==> src/rtl/rxpk_pkg.sv <==
// Shared widths and the FIFO entry type for the receive byte packer.
// Assumes LANES is a power of two so the pending counter wraps cleanly.
package rxpk_pkg;
    localparam int BYTE_W = 8;
    localparam int LANES  = 4;
    localparam int WORD_W = BYTE_W * LANES;
    localparam int CNT_W  = $clog2(LANES);
    localparam int NB_W   = CNT_W + 1;

    // One FIFO entry: packed data, number of valid lanes, end-of-buffer mark.
    typedef struct packed {
        logic [WORD_W-1:0] data;
        logic [NB_W-1:0]   nbytes;
        logic              eob;
    } rxpk_word_t;
endpackage

==> src/rtl/rxpk_gap_timer.sv <==
// Character-gap timer. Counts quiet cycles while bytes are pending and
// saturates at the limit, so the fire output stays high until the packer
// has actually closed the buffer (this survives a stalled cycle).
// Assumes limit_i >= 1 for a meaningful window.
module rxpk_gap_timer #(
    parameter int GAP_W = 16
) (
    input  logic             clk,
    input  logic             rst_n,
    input  logic             kick_i,
    input  logic             pending_i,
    input  logic [GAP_W-1:0] limit_i,
    output logic             fire_o
);
    logic [GAP_W-1:0] gap_q;

    // Restart on each byte or when idle, otherwise count up to the limit.
    always_ff @(posedge clk) begin
        if (!rst_n || kick_i || !pending_i) begin
            gap_q <= '0;
        end else if (gap_q != limit_i) begin
            gap_q <= gap_q + 1'b1;
        end
    end

    assign fire_o = pending_i && (gap_q == limit_i);

    AST_GAP_RESTART: assert property (@(posedge clk) disable iff (!rst_n)
        (kick_i && limit_i != '0) |=> !fire_o);
endmodule

==> src/rtl/rxpk_fifo.sv <==
// Synchronous show-ahead FIFO of packed word entries. A write when full
// and a read when empty are ignored. clr_i empties it in one cycle.
// Assumes DEPTH is a power of two.
module rxpk_fifo
    import rxpk_pkg::*;
#(
    parameter int DEPTH = 16,
    localparam int AW = $clog2(DEPTH),
    localparam int LW = $clog2(DEPTH + 1)
) (
    input  logic       clk,
    input  logic       rst_n,
    input  logic       clr_i,
    input  logic       wr_i,
    input  rxpk_word_t wr_word_i,
    input  logic       rd_i,
    output rxpk_word_t rd_word_o,
    output logic       empty_o,
    output logic       full_o,
    output logic [LW-1:0] level_o
);
    rxpk_word_t    mem [DEPTH];
    logic [AW-1:0] wr_ptr_q, rd_ptr_q;
    logic [LW-1:0] level_q;
    logic          do_wr, do_rd;

    assign empty_o = (level_q == '0);
    assign full_o  = (level_q == LW'(DEPTH));
    assign do_wr   = wr_i && !full_o && !clr_i;
    assign do_rd   = rd_i && !empty_o && !clr_i;

    // Storage array write port.
    always_ff @(posedge clk) begin
        if (do_wr) mem[wr_ptr_q] <= wr_word_i;
    end

    // Pointer and occupancy bookkeeping.
    always_ff @(posedge clk) begin
        if (!rst_n || clr_i) begin
            wr_ptr_q <= '0;
            rd_ptr_q <= '0;
            level_q  <= '0;
        end else begin
            if (do_wr) wr_ptr_q <= wr_ptr_q + 1'b1;
            if (do_rd) rd_ptr_q <= rd_ptr_q + 1'b1;
            if (do_wr && !do_rd)      level_q <= level_q + 1'b1;
            else if (do_rd && !do_wr) level_q <= level_q - 1'b1;
        end
    end

    assign rd_word_o = mem[rd_ptr_q];
    assign level_o   = level_q;

    AST_NO_OVERFLOW: assert property (@(posedge clk) disable iff (!rst_n)
        wr_i |-> !full_o);
    AST_FLUSH_EMPTY: assert property (@(posedge clk) disable iff (!rst_n)
        clr_i |=> empty_o);
endmodule

==> src/rtl/rxpk_packer.sv <==
// Byte packer. Places each accepted byte in the next lane of an
// accumulator. When a word is complete, or a close event arrives with
// bytes pending, it moves the word to a one-entry stage register that
// feeds the FIFO. While the stage cannot drain (FIFO full) the packer
// stalls: incoming bytes are dropped and the sticky overflow flag is set.
module rxpk_packer
    import rxpk_pkg::*;
(
    input  logic              clk,
    input  logic              rst_n,
    input  logic              flush_i,
    input  logic              rx_valid_i,
    input  logic [BYTE_W-1:0] rx_data_i,
    input  logic              rx_err_i,
    input  logic              match_en_i,
    input  logic [BYTE_W-1:0] match_char_i,
    input  logic              sw_close_set_i,
    input  logic              gap_fire_i,
    input  logic              fifo_full_i,
    output logic              take_o,
    output logic              pending_o,
    output logic [CNT_W-1:0]  pend_cnt_o,
    output logic              close_busy_o,
    output logic              overflow_o,
    output logic              push_o,
    output rxpk_word_t        push_word_o
);
    logic [CNT_W-1:0]  cnt_q;
    logic [WORD_W-1:0] acc_q, acc_new;
    rxpk_word_t        stg_q;
    logic              stg_vld_q, close_q, ovf_q;
    logic              stall, take, filled, hit, close_evt, emit, closing;
    logic [NB_W-1:0]   n_new;

    assign stall     = stg_vld_q && fifo_full_i;
    assign take      = rx_valid_i && !flush_i && !stall;
    assign n_new     = NB_W'(cnt_q) + NB_W'(take);
    assign filled    = take && (cnt_q == CNT_W'(LANES - 1));
    assign hit       = take && match_en_i && (rx_data_i == match_char_i);
    assign close_evt = rx_err_i || gap_fire_i || close_q || hit;
    assign closing   = !flush_i && !stall && close_evt;
    assign emit      = !flush_i && !stall && (filled || (close_evt && n_new != '0));

    // Insert the accepted byte in the lane selected by the pending count.
    always_comb begin
        acc_new = acc_q;
        for (int i = 0; i < LANES; i++) begin
            if (take && cnt_q == CNT_W'(i)) acc_new[i*BYTE_W +: BYTE_W] = rx_data_i;
        end
    end

    // Accumulator and pending count.
    always_ff @(posedge clk) begin
        if (!rst_n || flush_i || emit) begin
            acc_q <= '0;
            cnt_q <= '0;
        end else begin
            acc_q <= acc_new;
            cnt_q <= n_new[CNT_W-1:0];
        end
    end

    // Stage register between the accumulator and the FIFO.
    always_ff @(posedge clk) begin
        if (!rst_n || flush_i) begin
            stg_vld_q <= 1'b0;
            stg_q     <= '0;
        end else if (emit) begin
            stg_vld_q    <= 1'b1;
            stg_q.data   <= acc_new;
            stg_q.nbytes <= filled ? NB_W'(LANES) : n_new;
            stg_q.eob    <= close_evt;
        end else if (push_o) begin
            stg_vld_q <= 1'b0;
        end
    end

    // Software close bit: set by request, cleared once a close is carried out.
    always_ff @(posedge clk) begin
        if (!rst_n || flush_i)   close_q <= 1'b0;
        else if (sw_close_set_i) close_q <= 1'b1;
        else if (closing)        close_q <= 1'b0;
    end

    // Sticky overflow flag, raised whenever the stage is blocked by a full FIFO.
    always_ff @(posedge clk) begin
        if (!rst_n || flush_i) ovf_q <= 1'b0;
        else if (stall)        ovf_q <= 1'b1;
    end

    assign push_o       = stg_vld_q && !fifo_full_i && !flush_i;
    assign push_word_o  = stg_q;
    assign take_o       = take;
    assign pending_o    = (cnt_q != '0);
    assign pend_cnt_o   = cnt_q;
    assign close_busy_o = close_q;
    assign overflow_o   = ovf_q;

    AST_CLOSE_SELFCLR: assert property (@(posedge clk) disable iff (!rst_n)
        (close_q && !stall && !sw_close_set_i) |=> !close_q);
    AST_PARTIAL_EOB: assert property (@(posedge clk) disable iff (!rst_n)
        (stg_vld_q && stg_q.nbytes != NB_W'(LANES)) |-> stg_q.eob);
    AST_FLUSH_NOPEND: assert property (@(posedge clk) disable iff (!rst_n)
        flush_i |=> (cnt_q == '0 && !stg_vld_q && !ovf_q));
    AST_STALL_HOLDS: assert property (@(posedge clk) disable iff (!rst_n)
        (stall && !flush_i) |=> (stg_vld_q && $stable(stg_q)));
endmodule

==> src/rtl/rx_byte_packer.sv <==
// Top of the receive byte packer: packer, gap timer and word FIFO, plus
// the ready-to-send selection. FIFO_BYTES is the FIFO size in bytes and
// must divide into a power-of-two number of word entries.
module rx_byte_packer
    import rxpk_pkg::*;
#(
    parameter int FIFO_BYTES = 64,
    parameter int GAP_W      = 16,
    localparam int DEPTH = FIFO_BYTES / LANES,
    localparam int LW    = $clog2(DEPTH + 1)
) (
    input  logic              clk,
    input  logic              rst_n,
    input  logic              flush_i,
    input  logic              rx_valid_i,
    input  logic [BYTE_W-1:0] rx_data_i,
    input  logic              rx_err_i,
    input  logic              match_en_i,
    input  logic [BYTE_W-1:0] match_char_i,
    input  logic [GAP_W-1:0]  gap_limit_i,
    input  logic              sw_close_set_i,
    output logic              close_busy_o,
    output logic [CNT_W-1:0]  pend_cnt_o,
    output logic              overflow_o,
    input  logic              rd_en_i,
    output logic [WORD_W-1:0] rd_data_o,
    output logic [NB_W-1:0]   rd_nbytes_o,
    output logic              rd_eob_o,
    output logic              fifo_empty_o,
    output logic [LW-1:0]     fifo_level_o,
    input  logic              rts_fifo_mode_i,
    input  logic              uart_rts_i,
    output logic              rts_o
);
    logic       take, pending, gap_fire, fifo_full, push;
    rxpk_word_t push_word, head_word;

    rxpk_packer u_packer (
        .clk            (clk),
        .rst_n          (rst_n),
        .flush_i        (flush_i),
        .rx_valid_i     (rx_valid_i),
        .rx_data_i      (rx_data_i),
        .rx_err_i       (rx_err_i),
        .match_en_i     (match_en_i),
        .match_char_i   (match_char_i),
        .sw_close_set_i (sw_close_set_i),
        .gap_fire_i     (gap_fire),
        .fifo_full_i    (fifo_full),
        .take_o         (take),
        .pending_o      (pending),
        .pend_cnt_o     (pend_cnt_o),
        .close_busy_o   (close_busy_o),
        .overflow_o     (overflow_o),
        .push_o         (push),
        .push_word_o    (push_word)
    );

    rxpk_gap_timer #(.GAP_W(GAP_W)) u_gap (
        .clk       (clk),
        .rst_n     (rst_n),
        .kick_i    (take),
        .pending_i (pending),
        .limit_i   (gap_limit_i),
        .fire_o    (gap_fire)
    );

    rxpk_fifo #(.DEPTH(DEPTH)) u_fifo (
        .clk       (clk),
        .rst_n     (rst_n),
        .clr_i     (flush_i),
        .wr_i      (push),
        .wr_word_i (push_word),
        .rd_i      (rd_en_i),
        .rd_word_o (head_word),
        .empty_o   (fifo_empty_o),
        .full_o    (fifo_full),
        .level_o   (fifo_level_o)
    );

    assign rd_data_o   = head_word.data;
    assign rd_nbytes_o = head_word.nbytes;
    assign rd_eob_o    = head_word.eob;

    // Ready-to-send: receiver-driven, or dropped at half fill in FIFO mode.
    assign rts_o = rts_fifo_mode_i ? (fifo_level_o < LW'(DEPTH / 2)) : uart_rts_i;
endmodule

==> config.mk <==
export PLATFORM = sky130hd
export DESIGN_NAME = rx_byte_packer
export DESIGN_NICKNAME = d
export VERILOG_FILES = /design/src/rtl/rxpk_pkg.sv /design/src/rtl/rxpk_gap_timer.sv /design/src/rtl/rxpk_fifo.sv /design/src/rtl/rxpk_packer.sv /design/src/rtl/rx_byte_packer.sv
export SDC_FILE = /design/constraint.sdc
export NUM_CORES = 1
export LEC_CHECK = 0
export BUFFER_PORTS_ARGS = -buffer_cell sky130_fd_sc_hd__buf_4
export CORE_ASPECT_RATIO = 1.75
export CORE_MARGIN = 5
export CORE_UTILIZATION = 31
export CTS_BUF_LIST = sky130_fd_sc_hd__clkbuf_4 sky130_fd_sc_hd__clkbuf_8
export DETAILED_ROUTE_END_ITERATION = 10
export GPL_TIMING_DRIVEN = 0
export SLEW_MARGIN = 20
export SYNTH_ARGS = -nofsm -noshare
export SYNTH_HDL_FRONTEND = slang
export SYNTH_HIERARCHICAL = 1
export SYNTH_SLANG_ARGS = --single-unit
==> constraint.sdc <==
create_clock -name clk -period 12.6 [get_ports clk]
set_input_delay 1.26 -clock clk [delete_from_list [all_inputs] [get_ports clk]]
set_output_delay 1.26 -clock clk [all_outputs]
set_load 0.02 [all_outputs]
==> out/qor.yml, run 1 <==
stdcell_area_um2: 31400
fmax_ghz: 0.218
slowest_stage: "buf_2"
vias: 14300
reg2reg_from: "u_fifo/level_o[0]$_SDFFE_PP0P_"
pwr_density_cell_nw_per_um2: 137
crit_chain: "buf_2 > buf_2 > buf_2 > mux4_2 > a22oi_1 > nand2_1 > buf_4"
antenna_found_initial: 2
layout_commonest_cell: "edfxtp_1"
clockBufferDepth: 3
via_per_inst: 5.09
timing.rr.end: "u_packer/push_word_o[19]$_SDFFE_PP0P_"
syn_inst: 1407
core.rowCount: 142
grt_pass1_wl_um: 99400
area_delta_synth_final_pct: 18.2
period_minus_slack_ns: 4.58
hpwl_um: 46000
cts_root_buf: "clkbuf_8"
yosys_warnings: 6
finalCritPeriodShare: 0.363
post_drt_wl_per_cell_um: 23.8
cp.arrival_ns: 3.32
cp_top_family: "buffers and inverters"
placed_area_um2: 29400
synth_area_um2: 26500
grt_pass1_vias: 15300
synth-edff-count: 576
path_clk_slew_ns: 0.06
drt.antenna.violating_nets: 0
cts_buffers: 94
whs_endpoint: "u_gap/gap_q[15]$_SDFFE_PP0P_"
worst-r2r-cell-count: 13
nFillCells: 7935
drtIter0Drc: 1062
initial_core_util: 0.311
gr-total-overflow: 0
post_synth_num_cell_types: 64
start_kind: "flip-flop"
hold_depth: 2
crit_fanout: 10
combPwrFrac: 0.015
yosysSeqAreaShare: 0.732
grt_max_degree: 21
clock_sinks: 682
path_buf_inv: 4
internal-power_w: 0.00339
critPathMaxStageDelay_ns: 0.42
core_area_um2: 85300
power_switching_w: 0.000897
hold_start: "u_gap/gap_q[15]$_SDFFE_PP0P_"
critPathCaptureType: "output port"
peakVddDrop_mv: 0.0786
cts_setup_buffers: 0
tritoncts: "yes"
seqPwrFrac: 0.568
synth-seq-cells: 682
drive_above_1_share: 0.322
die_area_um2: 91700
drt-total-wl_um: 66800
status: "finished clean"
syn-num-nets: 1462
slew_viol_final: 0
post-route-drc-count: 0
drt-pass1-iter-count: 5
slew_headroom: 0.381
async_flop_share: 0
avgSynthCellArea_um2: 18.8
die_y_um: 397
cts_resized: 0
pwr-share-clk: 0.416
crit_top_cell: "buf_2"
crit_required_ns: 11.34
ys.flop_type: "edfxtp_1"
io_pins: 89
final_cell_mix: "edfxtp_1 (576), mux4_2 (144), buf_4 (124), dfxtp_1 (106), clkbuf_8 (100)"
die_w_um: 231
rsz0062_at_grt: "no"
insertion_delay_ns: 0.74
timing.setup.tns_ns: 0
cts_hold_buf: 0
gr-usage-all-layers: 0.145
p_sw_frac: 0.209
setup_violations: 0
portBuffers: 88
hold_violations: 0
final_net_count: 1704
cts_max_level: 3
max_cap_viol_count: 0
gp_congestion: 0.814
finalClockSkew_ns: 0.0312
leakage_nw: 11.0
tightest_slew_ns: 0.929
holdCritPathClass: "reg2reg"
r2r_setup_slack_ns: 8.68
path_class: "reg2out"
[worst max-delay path by stage]
stage | end | cells after the start | slack, ns | from
finish | rd_data_o[29] | 7 | 8.02 | flip-flop
global route | rd_data_o[29] | 7 | 7.95 | flip-flop
CTS | rd_data_o[29] | 7 | 7.87 | flip-flop
detailed placement | u_fifo/mem[1][21]$_DFFE_PP_ | 7 | 8.36 | flush_i
global placement | u_fifo/mem[0][21]$_DFFE_PP_ | 4 | 2.07 | flush_i
floorplan | u_fifo/mem[0][0]$_DFFE_PP_ | 3 | 6.77 | flush_i
[worst reg2reg max path, stage by stage (launching register included)]
cell and delay [ns]:
dfxtp_1 0.37, or4_1 0.52, buf_2 0.21, nor2_1 0.36, and2_4 0.27, nor2_1 0.14, ha_1 0.23, ha_1 0.33
nor3_1 0.07, or3_4 0.37, nand4b_1 0.28, clkbuf_1 0.31, a21oi_1 0.28, nor3_1 0.07
[flip-flops by register name (all words and copies together), names as in the netlist, named ones only]
signal                 flops
u_fifo/level_o             5
u_fifo/mem               576
u_fifo/rd_ptr_q            4
u_fifo/wr_ptr_q            4
u_gap/gap_q               16
u_packer/acc_q            32
u_packer/close_busy_o      1
u_packer/overflow_o        1
u_packer/pend_cnt_o        2
u_packer/push_word_o      36
u_packer/stg_vld_q         1
[metrics by stage]
| stage | instances | hold slack (ns) | utilization | setup WS, ns | power [W] |
|---|---|---|---|---|---|
| final | 2812 | 0.503 | 0.368 | 8.02 | 0.00429 |
| after global routing | 2812 | 0.546 | 0.368 | 7.95 | 0.00445 |
| after CTS | 2811 | 0.499 | 0.368 | 7.87 | 0.00434 |
| after detailed placement | 2633 | 0.488 | 0.344 | 8.36 | 0.00255 |
| after global placement | 2575 | 0.482 | 0.335 | 2.07 | 0.00255 |
| after floorplan | 1407 | 0.449 | - | 6.77 | 0.00252 |
[per-layer routing]
metal	global-route usage	part of all wire	up-vias
met5	0	0	-
met4	0.0509	0.028	0
met3	0.0233	0.047	117
met2	0.270	0.56	432
met1	0.169	0.37	7561
li1	-	-	6207
[synthesized netlist by cell type, types with 3 or more instances]
| cell type | number | area, um^2 |
|---|---|---|
| a211oi_2 | 22 | 275 |
| a21oi_1 | 26 | 130 |
| a22oi_1 | 72 | 541 |
| and2_1 | 4 | 25.0 |
| and3_1 | 14 | 87.6 |
| buf_1 | 7 | 26.3 |
| buf_2 | 23 | 115 |
| buf_4 | 4 | 30.0 |
| buf_6 | 11 | 124 |
| clkbuf_1 | 30 | 113 |
| dfxtp_1 | 106 | 2120 |
| edfxtp_1 | 576 | 17300 |
| ha_1 | 12 | 150 |
| inv_1 | 7 | 26.3 |
| mux2_2 | 8 | 90.1 |
| mux2i_1 | 28 | 280 |
| mux4_2 | 144 | 3240 |
| nand2_1 | 54 | 203 |
| nand2b_1 | 6 | 37.5 |
| nand3_1 | 11 | 55.1 |
| nand3b_1 | 3 | 22.5 |
| nand4_1 | 9 | 56.3 |
| nand4b_1 | 3 | 26.3 |
| nor2_1 | 63 | 236 |
| nor2b_1 | 4 | 25.0 |
| nor3_1 | 47 | 235 |
| o211ai_1 | 6 | 45.0 |
| o21ai_0 | 12 | 60.1 |
| o21ai_2 | 3 | 26.3 |
| or2_2 | 3 | 18.8 |
| or3_1 | 8 | 50.1 |
| or4_1 | 6 | 45.0 |
| xnor2_1 | 19 | 166 |
| xor2_1 | 14 | 123 |
[power groups by stage]
stage	Clock (W)	Combinational (W)	Sequential, W
finish	0.00178	0.0000662	0.00244
global route	0.00194	0.0000713	0.00244
CTS	0.00184	0.0000665	0.00244
detailed placement	0	0.0000662	0.00249
global placement	0	0.0000643	0.00249
floorplan	0	0.0000362	0.00248
[logic make-up after synthesis]
family	share of synthesized area
buf+inv	0.0192
flops	0.732
fa+ha+maj	0.00642
xor+xnor	0.0109
mux	0.137
compound gates	0.0448
simple gates	0.0495
[cell type report]
type	instances	area [um^2]	area share
flip-flops and latches	682	19400	0.619
multi-input cells	638	6690	0.214
well taps	1080	1350	0.0431
repair buffers	146	1380	0.0441
clock inverters	49	399	0.0127
inverters	7	26.3	0.000838
diodes	1	2.50	0.0000798
clock buffers	129	1590	0.0508
plain buffers	80	483	0.0154
Power figures use the tool's default switching activity.
==> inputs of run 2 (changes only) <==
--- a/config.mk
+++ b/config.mk
@@ -5,6 +5,7 @@
 export SDC_FILE = /design/constraint.sdc
 export NUM_CORES = 1
 export LEC_CHECK = 0
+export ABC_AREA = 1
 export BUFFER_PORTS_ARGS = -buffer_cell sky130_fd_sc_hd__buf_4
 export CORE_ASPECT_RATIO = 1.75
 export CORE_MARGIN = 5
==> constraint.sdc (replaced) <==
create_clock -name clk -period 3.8 [get_ports clk]
set_input_delay 0.38 -clock clk [delete_from_list [all_inputs] [get_ports clk]]
set_output_delay 0.38 -clock clk [all_outputs]
set_load 0.02 [all_outputs]
==> run 2 against run 1 <==
Against the previous run: flip-flop and latch count unchanged; highest routed layer unchanged; total power rose to 3.3 times the previous value; area after synthesis up 11%; non-clock buffer count up 46; synthesized cell count up 110%; setup slack worse by 8.0 ns.
==> out/qor.yml, run 2 <==
cp.arrival_ns: 3.35  # was 3.32 ns
path_class: "reg2out"  # unchanged
drt-pass1-iter-count: 5  # unchanged
yosysSeqAreaShare: 0.661  # was 0.732
status: "finished clean"  # unchanged
vias: 21700  # was 14300
power_w: 0.0142  # was 0.00429 W
pwr_density_cell_nw_per_um2: 413  # was 137 nW/um^2
gp_congestion: 0.860  # was 0.814
worst-r2r-cell-count: 10  # was 13
start_kind: "flip-flop"  # unchanged
critPathCaptureType: "output port"  # unchanged
placed_area_um2: 32500  # was 29400 um^2
ys.flop_type: "edfxtp_1"  # unchanged
final_cell_mix: "nand2_1 (891), edfxtp_1 (576), nand3_1 (409), inv_1 (279), nor2_1 (251)"  # was edfxtp_1 (576), mux4_2 (144), buf_4 (124), dfxtp_1 (106), clkbuf_8 (100)
finalClockSkew_ns: 0.0266  # was 0.0312 ns
die_area_um2: 101000  # was 91700 um^2
synth-seq-cells: 682  # unchanged
gr-usage-all-layers: 0.178  # was 0.145
crit_required_ns: 3.42  # was 11.34 ns
cp_top_family: "buffers and inverters"  # unchanged
post-place-ws_ns: 0.585  # was 8.36 ns
tightest_slew_ns: 1.23  # was 0.929 ns
post_synth_num_cell_types: 35  # was 64
final_net_count: 3226  # was 1704
period_minus_slack_ns: 3.73
clock_sinks: 682  # unchanged
critPathMaxStageDelay_ns: 0.67  # was 0.42 ns
synth_common_cells: "nand2_1 (891), edfxtp_1 (576), nand3_1 (409), inv_1 (279), nor2_1 (267)"  # was edfxtp_1 (576), mux4_2 (144), dfxtp_1 (106), a22oi_1 (72), nor2_1 (63)
die_w_um: 243  # was 231 um
yosysTopAreaCellShare: 0.589  # was 0.652
yosys_warnings: 6  # unchanged
cts_max_level: 3  # unchanged
whs_endpoint: "u_packer/acc_q[24]$_SDFF_PP0_"  # was u_gap/gap_q[15]$_SDFFE_PP0P_
slew_headroom: 0.183  # was 0.381
grt_max_degree: 20  # was 21
holdCritPathClass: "in2reg"  # was reg2reg
synth_area_um2: 29400  # was 26500 um^2
fin_ws_ns: 0.0679  # was 8.02 ns
async_flop_share: 0  # unchanged
timing.rr.end: "u_fifo/mem[14][24]$_DFFE_PP_"  # was u_packer/push_word_o[19]$_SDFFE_PP0P_
area_delta_synth_final_pct: 17.2  # was 18.2%
core.rowCount: 149  # was 142
hpwl_um: 65900  # was 46000 um
core_area_um2: 94100  # was 85300 um^2
clockBufferDepth: 3  # unchanged
syn_inst: 2950  # was 1407
tritoncts: "yes"  # unchanged
synth_top_area_cell: "edfxtp_1"  # unchanged
post-route-drc-count: 0  # unchanged
stdcell_area_um2: 34400  # was 31400 um^2
r2r_setup_slack_ns: 0.57  # was 8.68 ns
gr-total-overflow: 0  # unchanged
io_pins: 89  # unchanged
insertion_delay_ns: 0.72  # was 0.74 ns
peakVddDrop_mv: 0.259  # was 0.0786 mV
drt.antenna.violating_nets: 0  # unchanged
hold_depth: 3  # was 2
final_util: 0.366  # was 0.368
syn-num-nets: 3005  # was 1462
regMostFlops: "u_fifo/mem"  # unchanged
max_cap_viol_count: 0  # unchanged
die_y_um: 417  # was 397 um
antenna_found_initial: 3  # was 2
initial_core_util: 0.312  # was 0.311
slowest_stage: "clkinv_1"  # was buf_2
avgSynthCellArea_um2: 9.96  # was 18.8 um^2
grt_pass1_wl_um: 134000  # was 99400 um
crit_chain: "buf_2 > clkinv_1 > clkbuf_1 > nand3_1 > nand2_1 > buf_4"  # was buf_2 > buf_2 > buf_2 > mux4_2 > a22oi_1 > nand2_1 > buf_4
rsz0062_at_grt: "no"  # unchanged
grt_pass1_vias: 21400  # was 15300
layout_commonest_cell: "nand2_1"  # was edfxtp_1
setup_violations: 0  # unchanged
cts_buffers: 96  # was 94
post_drt_wl_per_cell_um: 20.8  # was 23.8 um
synth-edff-count: 576  # unchanged
synth.area.top_cells: "edfxtp_1 (59%), nand2_1 (11%), dfxtp_1 (7.2%), nand3_1 (7.0%), inv_1 (3.6%)"  # was edfxtp_1 (65%), mux4_2 (12%), dfxtp_1 (8.0%), a22oi_1 (2.0%), mux2i_1 (1.1%)
hold_violations: 0  # unchanged
nFillCells: 9124  # was 7935
path_buf_inv: 4  # unchanged
cts_root_buf: "clkbuf_8"  # unchanged
drt-total-wl_um: 92600  # was 66800 um
slew_viol_final: 0  # unchanged
path_clk_slew_ns: 0.06  # about the same
reg2reg_from: "u_fifo/level_o[0]$_SDFFE_PP0P_"  # unchanged
fmax_ghz: 0.268
drtIter0Drc: 1644  # was 1062
hold_slack_ns: 0.0485  # was 0.503 ns
crit_fanout: 10  # unchanged
finalCritPeriodShare: 0.982
largest_register_ffs: 576  # unchanged
via_per_inst: 4.88  # was 5.09
drive_above_1_share: 0.145  # was 0.322
hold_start: "rx_data_i[0]"  # was u_gap/gap_q[15]$_SDFFE_PP0P_
leakage_nw: 13.8  # was 11.0 nW
synth.most_common_cell: "nand2_1"  # was edfxtp_1
portBuffers: 88  # unchanged
run 2: cell count changes after synthesis, sizes merged, moves of 71 or more:
cell   change
nand3    +399
or2       +71
nor2     +207
a22oi     -72
mux4     -144
nand2    +840
inv      +283
run 2: layout make-up:
type / instances / area [um^2] / share of cell area
timing repair buffer: 123 / 1490 / 0.0432
inverter: 291 / 1090 / 0.0317
sequential: 682 / 19400 / 0.564
antenna: 1 / 2.50 / 0.0000727
multi-input combinational: 1828 / 8180 / 0.237
clock inverter: 31 / 225 / 0.00654
buffer: 149 / 842 / 0.0245
tap: 1208 / 1510 / 0.0439
clock buffer: 136 / 1680 / 0.0487
run 2: layer usage:
layer / wire length (um) / part of all wire / up-vias / GRT usage
li1: - / - / 10100 / -
met1: 32400 / 0.35 / 10300 / 0.184
met2: 49000 / 0.53 / 917 / 0.338
met3: 5160 / 0.056 / 305 / 0.0273
met4: 6010 / 0.065 / 0 / 0.102
met5: 0 / 0 / - / 0
run 2: report_power, final:
group          internal (W)  switching, W  leakage, nW
clock network       0.00304       0.00276         1.02
registers           0.00805     0.0000477         6.08
logic              0.000116      0.000205         6.66
total                0.0112       0.00302         13.8
run 2: logic make-up after synthesis:
group                    Yosys count  share of synthesized area
AND/OR/NAND/NOR                 1664                      0.239
flip-flops                       682                      0.661
buffers and inverters            440                     0.0652
AO/OA/AOI/OAI                    133                     0.0238
XOR/XNOR                          14                    0.00417
adder cells (fa/ha/maj)           13                    0.00579
multiplexers                       4                    0.00136
run 2: worst register-to-register path: cells and delay by family (launching register included):
family,cells,cell delay (ns)
AND/OR/NAND/NOR,7,1.89
buffers and inverters,3,0.54
flip-flops,1,0.45
run 2: through the flow:
stage	instances	setup TNS (ns)
3_5_place_dp	4278	0
3_3_place_gp	4246	-995.90
2_1_floorplan	2950	0
6_report	4449	0
4_1_cts	4448	0
5_1_grt	4449	0
run 2: repair_timing:
item / CTS / global route
setup endpoints to repair: 5 / 2
cloned: 0 / 0
resized for setup: 5 / 3
hold endpoints to repair: 2 / 0
hold buffers: 3 / 0
setup buffers: 0 / 0
pin swaps: 0 / 0
run 2: worst max-delay path by stage:
stage | from | end | depth (start not counted)
after floorplan | u_fifo/level_o[0]$_SDFFE_PP0P_ | u_fifo/mem[0][0]$_DFFE_PP_ | 8
after global placement | u_fifo/level_o[0]$_SDFFE_PP0P_ | u_fifo/mem[14][17]$_DFFE_PP_ | 8
after detailed placement | u_fifo/level_o[0]$_SDFFE_PP0P_ | u_fifo/mem[14][18]$_DFFE_PP_ | 10
after CTS | flip-flop | rd_data_o[25] | 9
after global routing | flip-flop | rd_data_o[23] | 8
final | flip-flop | rd_data_o[26] | 6
